[src/rtl/rv_ctrl_pkg.sv]
package rv_ctrl_pkg;
  localparam int OPC_W  = 7;
  localparam int F3_W   = 3;
  localparam int ALUC_W = 3;
  localparam int IMMS_W = 2;
  localparam int RES_W  = 2;
  localparam int CLS_W  = 2;

  localparam logic [OPC_W-1:0] OPC_LOAD  = 7'b0000011;
  localparam logic [OPC_W-1:0] OPC_STORE = 7'b0100011;
  localparam logic [OPC_W-1:0] OPC_RREG  = 7'b0110011;
  localparam logic [OPC_W-1:0] OPC_RIMM  = 7'b0010011;
  localparam logic [OPC_W-1:0] OPC_BEQ   = 7'b1100011;
  localparam logic [OPC_W-1:0] OPC_JAL   = 7'b1101111;
  localparam logic [OPC_W-1:0] OPC_UPIMM = 7'b0110111;

  typedef enum logic [CLS_W-1:0] {
    CLS_ADD   = 2'b00,
    CLS_SUB   = 2'b01,
    CLS_FUNCT = 2'b10,
    CLS_RSVD  = 2'b11
  } op_class_e;

  typedef enum logic [ALUC_W-1:0] {
    ALU_ADD  = 3'b000,
    ALU_SUB  = 3'b001,
    ALU_AND  = 3'b010,
    ALU_OR   = 3'b011,
    ALU_SLT  = 3'b101,
    ALU_PASS = 3'b110
  } alu_op_e;

  typedef struct packed {
    logic              reg_write;
    logic [IMMS_W-1:0] imm_src;
    logic              alu_src;
    logic              mem_write;
    logic [RES_W-1:0]  result_src;
    logic              branch;
    logic              jump;
    logic              upimm;
    op_class_e         op_class;
  } main_ctrl_t;
endpackage

[src/rtl/rv_main_dec.sv]
module rv_main_dec
  import rv_ctrl_pkg::*;
(
  input  logic [OPC_W-1:0] opcode_i,
  output main_ctrl_t       ctrl_o
);
  always_comb begin
    ctrl_o = '{default: '0, op_class: CLS_ADD};
    case (opcode_i)
      OPC_LOAD: begin
        ctrl_o.reg_write  = 1'b1;
        ctrl_o.alu_src    = 1'b1;
        ctrl_o.result_src = 2'b01;
      end
      OPC_STORE: begin
        ctrl_o.imm_src    = 2'b01;
        ctrl_o.alu_src    = 1'b1;
        ctrl_o.mem_write  = 1'b1;
      end
      OPC_RREG: begin
        ctrl_o.reg_write  = 1'b1;
        ctrl_o.op_class   = CLS_FUNCT;
      end
      OPC_RIMM: begin
        ctrl_o.reg_write  = 1'b1;
        ctrl_o.alu_src    = 1'b1;
        ctrl_o.op_class   = CLS_FUNCT;
      end
      OPC_BEQ: begin
        ctrl_o.imm_src    = 2'b10;
        ctrl_o.branch     = 1'b1;
        ctrl_o.op_class   = CLS_SUB;
      end
      OPC_JAL: begin
        ctrl_o.reg_write  = 1'b1;
        ctrl_o.imm_src    = 2'b11;
        ctrl_o.result_src = 2'b10;
        ctrl_o.jump       = 1'b1;
      end
      OPC_UPIMM: begin
        ctrl_o.reg_write  = 1'b1;
        ctrl_o.alu_src    = 1'b1;
        ctrl_o.upimm      = 1'b1;
        ctrl_o.op_class   = CLS_FUNCT;
      end
      default: ctrl_o = '{default: '0, op_class: CLS_ADD};
    endcase
  end
endmodule

[src/rtl/rv_alu_dec.sv]
module rv_alu_dec
  import rv_ctrl_pkg::*;
(
  input  op_class_e         op_class_i,
  input  logic              upimm_i,
  input  logic              opc_b5_i,
  input  logic [F3_W-1:0]   funct3_i,
  input  logic              funct7b5_i,
  output logic [ALUC_W-1:0] alu_ctrl_o
);
  logic sub_sel;
  assign sub_sel = opc_b5_i & funct7b5_i;

  always_comb begin
    alu_ctrl_o = ALU_ADD;
    case (op_class_i)
      CLS_ADD: alu_ctrl_o = ALU_ADD;
      CLS_SUB: alu_ctrl_o = ALU_SUB;
      CLS_FUNCT: begin
        if (upimm_i) begin
          alu_ctrl_o = ALU_PASS;
        end else begin
          case (funct3_i)
            3'b000:  alu_ctrl_o = sub_sel ? ALU_SUB : ALU_ADD;
            3'b010:  alu_ctrl_o = ALU_SLT;
            3'b110:  alu_ctrl_o = ALU_OR;
            3'b111:  alu_ctrl_o = ALU_AND;
            default: alu_ctrl_o = ALU_ADD;
          endcase
        end
      end
      default: alu_ctrl_o = ALU_ADD;
    endcase
  end
endmodule

[src/rtl/rv_ctrl_decoder.sv]
module rv_ctrl_decoder
  import rv_ctrl_pkg::*;
(
  input  logic [6:0] opcode_i,
  input  logic [2:0] funct3_i,
  input  logic       funct7b5_i,
  output logic       reg_write_o,
  output logic [1:0] imm_src_o,
  output logic       alu_src_o,
  output logic       mem_write_o,
  output logic [1:0] result_src_o,
  output logic       branch_o,
  output logic       jump_o,
  output logic [2:0] alu_ctrl_o,
  output logic       lui_o
);
  main_ctrl_t main_ctrl;

  rv_main_dec u_main (
    .opcode_i (opcode_i),
    .ctrl_o   (main_ctrl)
  );

  rv_alu_dec u_alu (
    .op_class_i (main_ctrl.op_class),
    .upimm_i    (main_ctrl.upimm),
    .opc_b5_i   (opcode_i[5]),
    .funct3_i   (funct3_i),
    .funct7b5_i (funct7b5_i),
    .alu_ctrl_o (alu_ctrl_o)
  );

  assign reg_write_o  = main_ctrl.reg_write;
  assign imm_src_o    = main_ctrl.imm_src;
  assign alu_src_o    = main_ctrl.alu_src;
  assign mem_write_o  = main_ctrl.mem_write;
  assign result_src_o = main_ctrl.result_src;
  assign branch_o     = main_ctrl.branch;
  assign jump_o       = main_ctrl.jump;
  assign lui_o        = main_ctrl.upimm;
endmodule

[config.mk]
export PLATFORM = sky130hd
export DESIGN_NAME = rv_ctrl_decoder
export DESIGN_NICKNAME = d
export VERILOG_FILES = /design/src/rtl/rv_ctrl_pkg.sv /design/src/rtl/rv_main_dec.sv /design/src/rtl/rv_alu_dec.sv /design/src/rtl/rv_ctrl_decoder.sv
export SDC_FILE = /design/constraint.sdc
export NUM_CORES = 1
export LEC_CHECK = 0
export ABC_AREA = 1
export BUFFER_PORTS_ARGS = -buffer_cell sky130_fd_sc_hd__buf_2
export CAP_MARGIN = 15
export CORE_AREA = 5 5 42 44
export DETAILED_ROUTE_END_ITERATION = 16
export DIE_AREA = 0 0 47 49
export PLACE_DENSITY = 0.59
export SYNTH_ARGS = -nofsm -noshare
export SYNTH_HDL_FRONTEND = slang
export SYNTH_SLANG_ARGS = --single-unit
[constraint.sdc]
create_clock -name vclk -period 2.9
set_clock_uncertainty 0.05 [all_clocks]
set_input_delay 0.435 -clock vclk [all_inputs]
set_output_delay 0.435 -clock vclk [all_outputs]
set_load 0.01 [all_outputs]
# After elaboration in Yosys (flattened, before gate mapping)
# Cells that the tools add are included.
dict set report totals {
  reg_bits 0
  inputBits 11
  output_inout_bits 13
  word_cells 30
}
dict set report op_classes {
  eq_ne 12
  n_mux 13
  bitwise 1
  reduce_logical 4
}
# operator n
set ops {}
lappend ops {{$eq 7x6->1 const B} 3}
lappend ops {{$eq 7x7->1 const B} 2}
lappend ops {{$pmux 3 s4} 1}
lappend ops {{$pmux 2 s2} 2}
lappend ops {{$eq 7x2->1 const B} 1}
lappend ops {{$eq 7x5->1 const B} 1}
lappend ops {{$mux 1} 7}
lappend ops {{$eq 3x3->1 const B} 2}
lappend ops {{$pmux 2 s3} 1}
lappend ops {{$pmux 3 s2} 1}
lappend ops {{$reduce_or 5->1} 1}
lappend ops {{$reduce_or 4->1} 1}
lappend ops {{$eq 3x2->1 const B} 1}
lappend ops {{$logic_not 3->1} 1}
lappend ops {{$mux 3} 1}
lappend ops {{$reduce_or 3->1} 1}
lappend ops {{$eq 2x1->1 const B} 1}
lappend ops {{$eq 2x2->1 const B} 1}
lappend ops {{$and 1x1->1} 1}

# Longest topological paths before layout
# Gate-level depths: netlist of run 1.
dict set report logic_depth {
  depth_word 5
  ltp_mapped 14
}

# Hierarchy
# Synthesis of run 1 repeated with hierarchy kept, for this count alone.
dict set report unflattened {
  hier_cells 60
  hier_area_um2 279.0
}
# module n_inst cells_per_inst area_each_um2 seq_area_each_um2
set modules_own_cells {}
lappend modules_own_cells {rv_main_dec 1 39 171.4 0.0}
lappend modules_own_cells {rv_alu_dec 1 21 107.6 0.0}

# Least setup slack after synthesis of run 1
# OpenSTA, ideal clock, no wires.
dict set report synth_timing {
  path_kind {input-to-output}
  startpoint {in opcode_i[1]}
  endpoint {out alu_ctrl_o[0]}
  arrival_time_ps 1616
  path_slack_ps 799
  path_stages 13
  path_buffers 0
  path_cell_list {nand2_2 > nor2_4 > nand2_2 > nor2_2 > nor2_4 > inv_2 > ha_1 > inv_1 > nor2_1 > nand3_1 > nand2_1 > nand2_1 > a21oi_1}
}
dict set report synth_via {
  elab_chain_cells 5
  elab_cells_between_ends 11
  classes_between {6 x eq/ne; 4 x mux; 1 x reduce/logical}
}
# element line
set synth_lines {}
lappend synth_lines {{from (decl)} rv_ctrl_decoder.sv:4} ;# input logic [6:0] opcode_i,
lappend synth_lines {{$eq 7x6->1 or $eq 7x5->1 (tied branches)} rv_main_dec.sv:9} ;# case (opcode_i)
lappend synth_lines {{$reduce_or 3->1 (no line)} -}
lappend synth_lines {{$pmux 2 s2} rv_main_dec.sv:9}
lappend synth_lines {{$eq 2x2->1 or $eq 2x1->1 (tied branches)} rv_alu_dec.sv:16} ;# case (op_class_i)
lappend synth_lines {{$pmux 3 s2 *} rv_alu_dec.sv:16}
lappend synth_lines {{to (decl)} rv_ctrl_decoder.sv:14} ;# output logic [2:0] alu_ctrl_o,
# Mark *: on every way between the ends. The rest lies on a longest branch, timed or not.

# Worst setup path after layout of run 1
dict set report layout_timing {
  startpoint {in opcode_i[6]}
  endpoint {out alu_ctrl_o[0]}
}
# Same word-level chain as after synthesis.

==> results of run 1 <==
[tightest hold or removal path, cell delays in order]
cell and delay (ns):
buf_2 0.10, nand3_1 0.07, o21ai_1 0.06, buf_2 0.13
[where the power goes]
| part | internal, µW | total [µW] | switching, µW |
|---|---|---|---|
| Clock | 0 | 0 | 0 |
| Combinational | 11.9 | 30.7 | 18.8 |
| Sequential | 0 | 0 | 0 |
[layout make-up]
cell class	instances	area [µm²]
fillers	167	951
multi-input cells	39	255
repair buffers	24	120
inverters	14	55.1
well taps	16	20.0
[stage by stage]
stage          setup WS (ns)  std cells  instance area [µm²]  power (µW)  hold slack (ns)
2_1_floorplan          0.799         53                  310        16.2            0.953
3_3_place_gp           0.580         93                  450        30.3             1.19
3_5_place_dp           0.548         93                  450        30.7             1.18
4_1_cts                0.548         93                  450        30.8             1.18
5_1_grt                0.265         93                  450        34.0             1.23
6_report               0.554         93                  450        30.7             1.18
[kinds of logic after synthesis]
logic type | count (synthesis) | synth area share (%)
buffers and inverters | 14 | 17.7
AO/OA/AOI/OAI | 3 | 4.84
adder cells (fa/ha/maj) | 2 | 8.06
AND/OR/NAND/NOR | 34 | 69.4
[path summary, 6_finish.rpt]
| path | cells past startpoint | slack [ns] | to | startpoint |
|---|---|---|---|---|
| worst min-delay path | 4 | 1.18 | alu_ctrl_o[2] | funct3_i[1] |
| worst max-delay path | 16 | 0.55 | alu_ctrl_o[0] | opcode_i[6] |
[per-layer routing]
metal | up-vias | routed length, µm | global-route usage, %
met5 | - | 0 | 0
met4 | 0 | 0 | 0
met3 | 0 | 84 | 0.738
met2 | 19 | 362 | 12.0
met1 | 162 | 329 | 9.78
li1 | 214 | - | -
[cells in the final DEF, fill, tap and decap left out]
master,instances
nor2_1,3
ha_1,2
nand2_2,5
nand2_1,8
inv_1,9
nor3_2,2
nor2_2,3
nand3_2,1
buf_2,24
nand3_1,5
o21ai_1,2
nor2_4,3
nand2_4,2
inv_4,1
inv_2,4
a21oi_1,1
nand4_1,2
==> reports/metrics.csv, run 1 <==
stage;metric;value;unit
global_route;GRT Util Overall;7.02;%
power_and_ir_drop;maximum vdd drop;37.2;µV
global_route;largest net degree at the start of global routing;6;
global_route;global-route wire length before repair;1.35;mm
timing;RSZ-0062 raised after global routing;no;
synthesis;share of the synthesized area in the top cell type;10.9;%
drt;DRT iter0 DRCs;4;
synthesis;YS warnings;0;
synthesis;syn_nets;66;
layout;seq_cells;0;
die;row cnt;14;
die;I/O Pins;24;
synthesis;Synth Cell Area;310;µm²
synthesis;synth top area cells;inv_1, nor2_4, nand2_2, nand2_1, ha_1;
timing;Final Slew Violations;0;
drt;Post-route DRC;0;
drt;routed vias;395;
layout;share of cells above drive strength 1;58.4;%
drt;Antenna Nets Post-Route;0;
drt;total wire length;777;µm
die;starting density of the core;22.1;%
global_route;Remaining Overflow, GRT;0;
power_and_ir_drop;P_leak;0.000313;µW
setup_path;worst setup path category;input pin to output port;
timing;Tmin final;2.35;ns
die;Die Y;49;µm
clock_network;post_cts resized;0;
global_route;number of global-route vias before repair;351;
placed_design;Port Buf Inserts;24;
run;max cap viols;0;
min_path;Hold Path Class;input pin to output port;
drt;first drt pass iteration count;4;
drt;WL per Instance;8.35;µm
setup_path;CP Capture Type;output port;
synthesis;Post-Syn Instances;53;
die;core footprint;1400;µm²
synthesis;count leader, synth;inv_1;
timing;worst-margin pin slew;0.201;ns
die;overall die area;2300;µm²
drt;vias per cell;4.25;
clock_network;postcts setup bufs;0;
timing;Final period util;80.9;%
timing;setup violators final;0;
layout;Nets;92;
global_route;initial antenna violation count;0;
die;Die Wd;47;µm
layout;final core utilization;32.1;%
placed_design;Post-DP HPWL;714;µm
timing;Fin Setup TNS;0;ns
setup_path;worst endpoint required time;2.41;ns
setup_path;Buf/Inv on CP;6;
layout;FF/Latch Area;0;µm²
timing;Fmax;0.426;GHz
synthesis;sequential element share of the synthesized area;0;%
layout;# diodes;0;
layout;clock buffers;0;
synthesis;synth unique cells;16;
outcome;status;finished, final reports clean;
synthesis;Synth top cells by count;inv_1, nand2_1, nand2_2, nand3_1, inv_2;
setup_path;slowest cell on the critical path;ha_1;
clock_network;cts hold-fix bufs;0;
setup_path;CP Launch Type;input pin;
setup_path;Crit Path Max Fanout;5;
setup_path;CP delay by family, top;simple AND/OR/NAND/NOR gates;
placed_design;Final Wtd Congestion;0.666;
synthesis;post-synth top area cell;inv_1;
synthesis;synthesized area per cell;5.85;µm²
setup_path;CP cell instances;buf_2, inv_2, nand2_4, nor2_4, nand2_4, inv_4, nor2_4, inv_2, ha_1, inv_1, nor2_1, nand3_1, nand2_1, nand2_1, a21oi_1, buf_2;
power_and_ir_drop;Cell Pwr Density;68.1;nW/µm²
layout;Syn-to-layout area delta;45.2;%
timing;Final Hold Violating Endpoints;0;
timing;headroom to the max-slew limit;86.5;%
setup_path;Worst EP arrival;1.86;ns
setup_path;Critical Path Max Stage Delay;0.15;ns
(Power assumes the default switching activity.)
==> inputs of run 2 (changes only) <==
Settings changed: PLACE_DENSITY 0.59 to 0.61.
Clock period 2.9 ns to 2.09 ns, I/O delays scaled along.
==> run 2 against run 1 <==
Compared with the run above:
- non-clock buffer count rose by 6
- power grew 77%
- largest power group unchanged
- die area did not move
- via count grew 5.6%
==> reports/metrics.csv, run 2 (synthesized netlist as in run 1, its figures left out) <==
stage;metric;value;unit;change
die;Die Wd;47;µm;unchanged
setup_path;CP Capture Type;output port;;unchanged
die;overall die area;2300;µm²;unchanged
timing;crit path setup slack, layout;0.0579;ns;was 0.554 ns
min_path;Hold Path Class;input pin to output port;;unchanged
layout;Nets;98;;was 92
power_and_ir_drop;Cell Pwr Density;98.2;nW/µm²;was 68.1 nW/µm²
layout;final core utilization;39.6;%;was 32.1%
setup_path;Crit Path Max Fanout;3;;was 5
timing;worst-margin pin slew;0.204;ns;was 0.201 ns
placed_design;Port Buf Inserts;24;;unchanged
drt;vias per cell;4.21;;was 4.25
placed_design;Post-DP HPWL;768;µm;was 714 µm
global_route;number of global-route vias before repair;374;;was 351
placed_design;Final Wtd Congestion;0.751;;was 0.666
drt;WL per Instance;9.14;µm;was 8.35 µm
die;row cnt;14;;unchanged
drt;DRT iter0 DRCs;2;;was 4
layout;# diodes;0;;unchanged
setup_path;worst endpoint required time;1.73;ns;was 2.41 ns
global_route;Remaining Overflow, GRT;0;;unchanged
layout;Syn-to-layout area delta;78.6;%;was 45.2%
layout;share of cells above drive strength 1;67.5;%;was 58.4%
timing;Final Hold Violating Endpoints;0;;unchanged
timing;Tmin final;2.03;ns;
run;max cap viols;0;;unchanged
timing;Final period util;97.2;%;
setup_path;CP Launch Type;input pin;;unchanged
power_and_ir_drop;maximum vdd drop;52.8;µV;was 37.2 µV
drt;total wire length;905;µm;was 777 µm
drt;first drt pass iteration count;2;;was 4
timing;headroom to the max-slew limit;86.4;%;was 86.5%
outcome;status;finished, final reports clean;;unchanged
timing;worst hold slack;0.939;ns;was 1.18 ns
die;core footprint;1400;µm²;unchanged
timing;Fmax;0.492;GHz;
layout;filler instances;167;;unchanged
drt;Antenna Nets Post-Route;0;;unchanged
die;Die Y;49;µm;unchanged
timing;setup violators final;0;;unchanged
global_route;largest net degree at the start of global routing;6;;unchanged
layout;FF/Latch Area;0;µm²;unchanged
setup_path;Worst EP arrival;1.67;ns;was 1.86 ns
power_and_ir_drop;total power;54.4;µW;was 30.7 µW
layout;commonest non-fill, non-tap cells in the layout;buf_2, inv_1, nand2_1, nor2_4, buf_4;;was buf_2, inv_1, nand2_1, nand2_2, nand3_1
global_route;global-route wire length before repair;1.32;mm;was 1.35 mm
drt;Post-route DRC;0;;unchanged
global_route;initial antenna violation count;0;;unchanged
timing;Final Slew Violations;0;;unchanged
min_path;Hold Path Depth;4;;unchanged
die;I/O Pins;24;;unchanged
layout;final instance area;554;µm²;was 450 µm²
placed_design;setup slack at placement;-0.0183;ns;was 0.548 ns
layout;seq_cells;0;;unchanged
drt;routed vias;417;;was 395
layout;clock buffers;0;;unchanged
global_route;GRT Util Overall;7.02;%;unchanged
setup_path;worst setup path category;input pin to output port;;unchanged
layout;commonest non-fill, non-tap cell in the layout;buf_2;;unchanged
placed_design;dpl cell area;473;µm²;was 450 µm²
die;starting density of the core;22.1;%;unchanged
power_and_ir_drop;P_leak;0.000350;µW;was 0.000313 µW
timing;RSZ-0062 raised after global routing;yes;;was no
[run 2: cell types whose count changed in the layout (fill, tap and decap cells not counted), sizes merged]
cell,previous run,this run
buf,24,30
[run 2: repair_timing]
action                     CTS  global route
setup endpoints to repair    1             1
buffers inserted             0             3
resized for setup            1            12
hold buffers                 0             0
pin swaps                    0            11
[run 2: worst max-delay path: stages]
cell	delay, ns
buf_6	0.07
nand2_4	0.05
nor2_4	0.14
nand2_2	0.09
nor2_4	0.12
nor2_4	0.05
inv_2	0.06
ha_4	0.15
inv_4	0.04
nor2_4	0.12
nand3_2	0.08
nand2_1	0.07
nand2_1	0.06
a21oi_2	0.13
buf_2	0.14
[run 2: metrics by stage]
stage | TNS [ns] | std cells
4_1_cts | 0 | 96
6_report | 0 | 99
3_5_place_dp | -0.0183 | 96
2_1_floorplan | 0 | 53
5_1_grt | -0.0787 | 99
3_3_place_gp | 0 | 96
[run 2: final timing paths]
check,start,endpoint
max,opcode_i[0],alu_ctrl_o[0]
min,funct3_i[1],alu_ctrl_o[2]
[run 2: final cells by class]
cell class,count,area [µm²],share of cell area (%)
multi-input combinational,39,299,54.0
timing repair buffer,30,178,32.1
inverter,14,57.6,10.4
tap,16,20.0,3.61
[run 2: metal layers]
metal	part of all wire [%]	routed length (µm)	GRT usage, %
met4	0	0	0
met1	36	324	8.04
met5	0	0	0
met2	52	475	13.6
met3	12	105	1.11
[run 2: report_power, final]
part | switching (µW) | total [µW] | leakage (µW) | internal [µW]
combinational | 30.2 | 54.4 | 0.000350 | 24.2
clock | 0 | 0 | 0 | 0
sequential | 0 | 0 | 0 | 0
==> inputs of run 3 (changes only) <==
Settings changed: BUFFER_PORTS_ARGS -buffer_cell sky130_fd_sc_hd__buf_2 to unset, DONT_BUFFER_PORTS set to 1, PLACE_DENSITY 0.61 to unset, PLACE_DENSITY_LB_ADDON set to 0.15.
==> run 3 against run 2 <==
Compared with the run above:
- global-route usage down 0.28 points
- first-iteration DRC count rose by 50%
- worst setup slack improved by 0.12 ns
- maximum frequency rose by 6.5%
- critical path type unchanged
- largest cell class unchanged
- highest routed layer unchanged
==> reports/metrics.csv, run 3 (synthesized netlist as in run 1, its figures left out) <==
stage;metric;value;unit;change
setup_path;Crit Path Max Fanout;3;;unchanged
drt;DRT iter0 DRCs;3;;was 2
drt;Post-route DRC;0;;unchanged
setup_path;slowest cell on the critical path;a21oi_2;;was ha_4
drt;total wire length;778;µm;was 905 µm
layout;clock buffers;0;;unchanged
min_path;Hold Path Sink;lui_o;;was alu_ctrl_o[2]
setup_path;Worst EP arrival;1.55;ns;was 1.67 ns
setup_path;Critical Path Max Stage Delay;0.19;ns;was 0.15 ns
timing;headroom to the max-slew limit;83.6;%;was 86.4%
setup_path;worst endpoint required time;1.73;ns;about the same
layout;Syn-to-layout area delta;13.3;%;was 78.6%
drt;first drt pass iteration count;3;;was 2
die;I/O Pins;24;;unchanged
power_and_ir_drop;P_leak;0.000206;µW;was 0.000350 µW
min_path;Hold Path Class;input pin to output port;;unchanged
placed_design;Final Wtd Congestion;0.689;;was 0.751
setup_path;CP Capture Type;output port;;unchanged
die;Die Wd;47;µm;unchanged
global_route;Remaining Overflow, GRT;0;;unchanged
global_route;GRT Util Overall;6.74;%;was 7.02%
timing;Final period util;91.3;%;was 97.2%
power_and_ir_drop;total power;25.6;µW;was 54.4 µW
timing;Fmax;0.524;GHz;was 0.492 GHz
power_and_ir_drop;maximum vdd drop;27.2;µV;was 52.8 µV
placed_design;placed cell count;71;;was 96
power_and_ir_drop;Cell Pwr Density;72.9;nW/µm²;was 98.2 nW/µm²
timing;RSZ-0062 raised after global routing;no;;was yes
setup_path;CP cell instances;nand2_2, nor2_4, nand2_2, nor2_2, nor2_4, inv_2, ha_1, inv_1, nor2_2, nand3_1, nand2_1, nand2_1, a21oi_2;;was buf_6, nand2_4, nor2_4, nand2_2, nor2_4, nor2_4, inv_2, ha_4, inv_4, nor2_4, nand3_2, nand2_1, nand2_1, a21oi_2, buf_2
global_route;GR Layer Usage met2;12.4;%;was 13.6%
layout;seq_cells;0;;unchanged
min_path;start point of the worst hold path;opcode_i[3];;was funct3_i[1]
placed_design;setup slack at placement;0.0727;ns;was -0.0183 ns
timing;worst-margin pin slew;0.244;ns;was 0.204 ns
clock_network;postcts setup bufs;0;;unchanged
run;max cap viols;0;;unchanged
die;row cnt;14;;unchanged
global_route;global-route wire length before repair;1.28;mm;was 1.32 mm
timing;Final Hold Violating Endpoints;0;;unchanged
setup_path;CP Launch Type;input pin;;unchanged
layout;# diodes;0;;unchanged
layout;Nets;70;;was 98
drt;WL per Instance;11.0;µm;was 9.14 µm
clock_network;cts hold-fix bufs;0;;unchanged
layout;commonest non-fill, non-tap cells in the layout;inv_1, nand2_1, nand2_2, nand3_1;;was buf_2, inv_1, nand2_1, nor2_4, buf_4
global_route;number of global-route vias before repair;334;;was 374
timing;crit path setup slack, layout;0.181;ns;was 0.0579 ns
die;starting density of the core;22.1;%;unchanged
global_route;met1 GRT Util;7.83;%;was 8.04%
die;Die Y;49;µm;unchanged
layout;final cell count without fillers;71;;was 99
timing;Tmin final;1.91;ns;was 2.03 ns
die;overall die area;2300;µm²;unchanged
global_route;initial antenna violation count;0;;unchanged
drt;routed vias;316;;was 417
layout;share of cells above drive strength 1;45.5;%;was 67.5%
layout;FF/Latch Area;0;µm²;unchanged
placed_design;Post-DP HPWL;735;µm;was 768 µm
global_route;largest net degree at the start of global routing;6;;unchanged
timing;setup violators final;0;;unchanged
drt;Antenna Nets Post-Route;0;;unchanged
global_route;met3 global-route usage;1.85;%;was 1.11%
timing;Fin Setup TNS;0;ns;unchanged
min_path;Hold Path Depth;3;;was 4
die;core footprint;1400;µm²;unchanged
placed_design;Port Buf Inserts;0;;was 24
layout;commonest non-fill, non-tap cell in the layout;inv_1;;was buf_2
global_route;Top Usage Layer GRT;met2;;unchanged
setup_path;worst setup path category;input pin to output port;;unchanged
timing;Final Slew Violations;0;;unchanged
outcome;status;finished, final reports clean;;unchanged
drt;vias per cell;4.45;;was 4.21
-- run 3: changes by cell type in the layout (fill, tap and decap cells not counted), moves of 2 or more --
cell | before | now
buf_2 | 22 | 0
buf_4 | 6 | 2
buf_6 | 2 | 0
nor2_2 | 1 | 4
nor2_4 | 6 | 3
-- run 3: where the power goes --
group          switching, µW  total [µW]  internal (µW)
clock network              0           0              0
logic                   17.0        25.6           8.59
registers                  0           0              0
-- run 3: worst max-delay path by stage --
stage / start / end / slack, ns / cells after the start
6_report: opcode_i[1] / alu_ctrl_o[0] / 0.18 / 13
5_1_grt: opcode_i[1] / alu_ctrl_o[0] / 0.003 / 13
4_1_cts: opcode_i[1] / alu_ctrl_o[0] / 0.07 / 13
3_5_place_dp: opcode_i[1] / alu_ctrl_o[0] / 0.07 / 13
3_3_place_gp: opcode_i[1] / alu_ctrl_o[0] / 0.10 / 13
2_1_floorplan: opcode_i[1] / alu_ctrl_o[0] / 0.23 / 13
-- run 3: critical path, delay by kind of cell --
family / cells / cell delay, ns
simple gates: 9 / 0.78
compound gates: 1 / 0.19
fa+ha+maj: 1 / 0.15
buf+inv: 2 / 0.10
-- run 3: area by class of cell --
| type | instances | area, µm² |
|---|---|---|
| fill | 181 | 1050 |
| inverter | 14 | 55.1 |
| multi-input combinational | 39 | 262 |
| tap | 16 | 20.0 |
| timing repair buffer | 2 | 15.0 |
-- run 3: through the flow --
step                      cell area, µm²  util [%]  hold WS, ns
after floorplan                      310         -        0.710
after global placement               345      24.6        0.721
after detailed placement             345      24.6        0.724
after CTS                            345      24.6        0.724
after global routing                 352      25.1        0.735
final                                352      25.1        0.720
-- run 3: repair_timing --
item                                   CTS  global route
setup endpoints to repair                0             1
gates resized for setup                  0             2
endpoints found under the hold margin    0             0
-- run 3: per-layer routing --
layer	share of wire [%]	routed length (µm)
met5	0	0
met4	0	0
met3	15	120
met2	46	361
met1	38	296
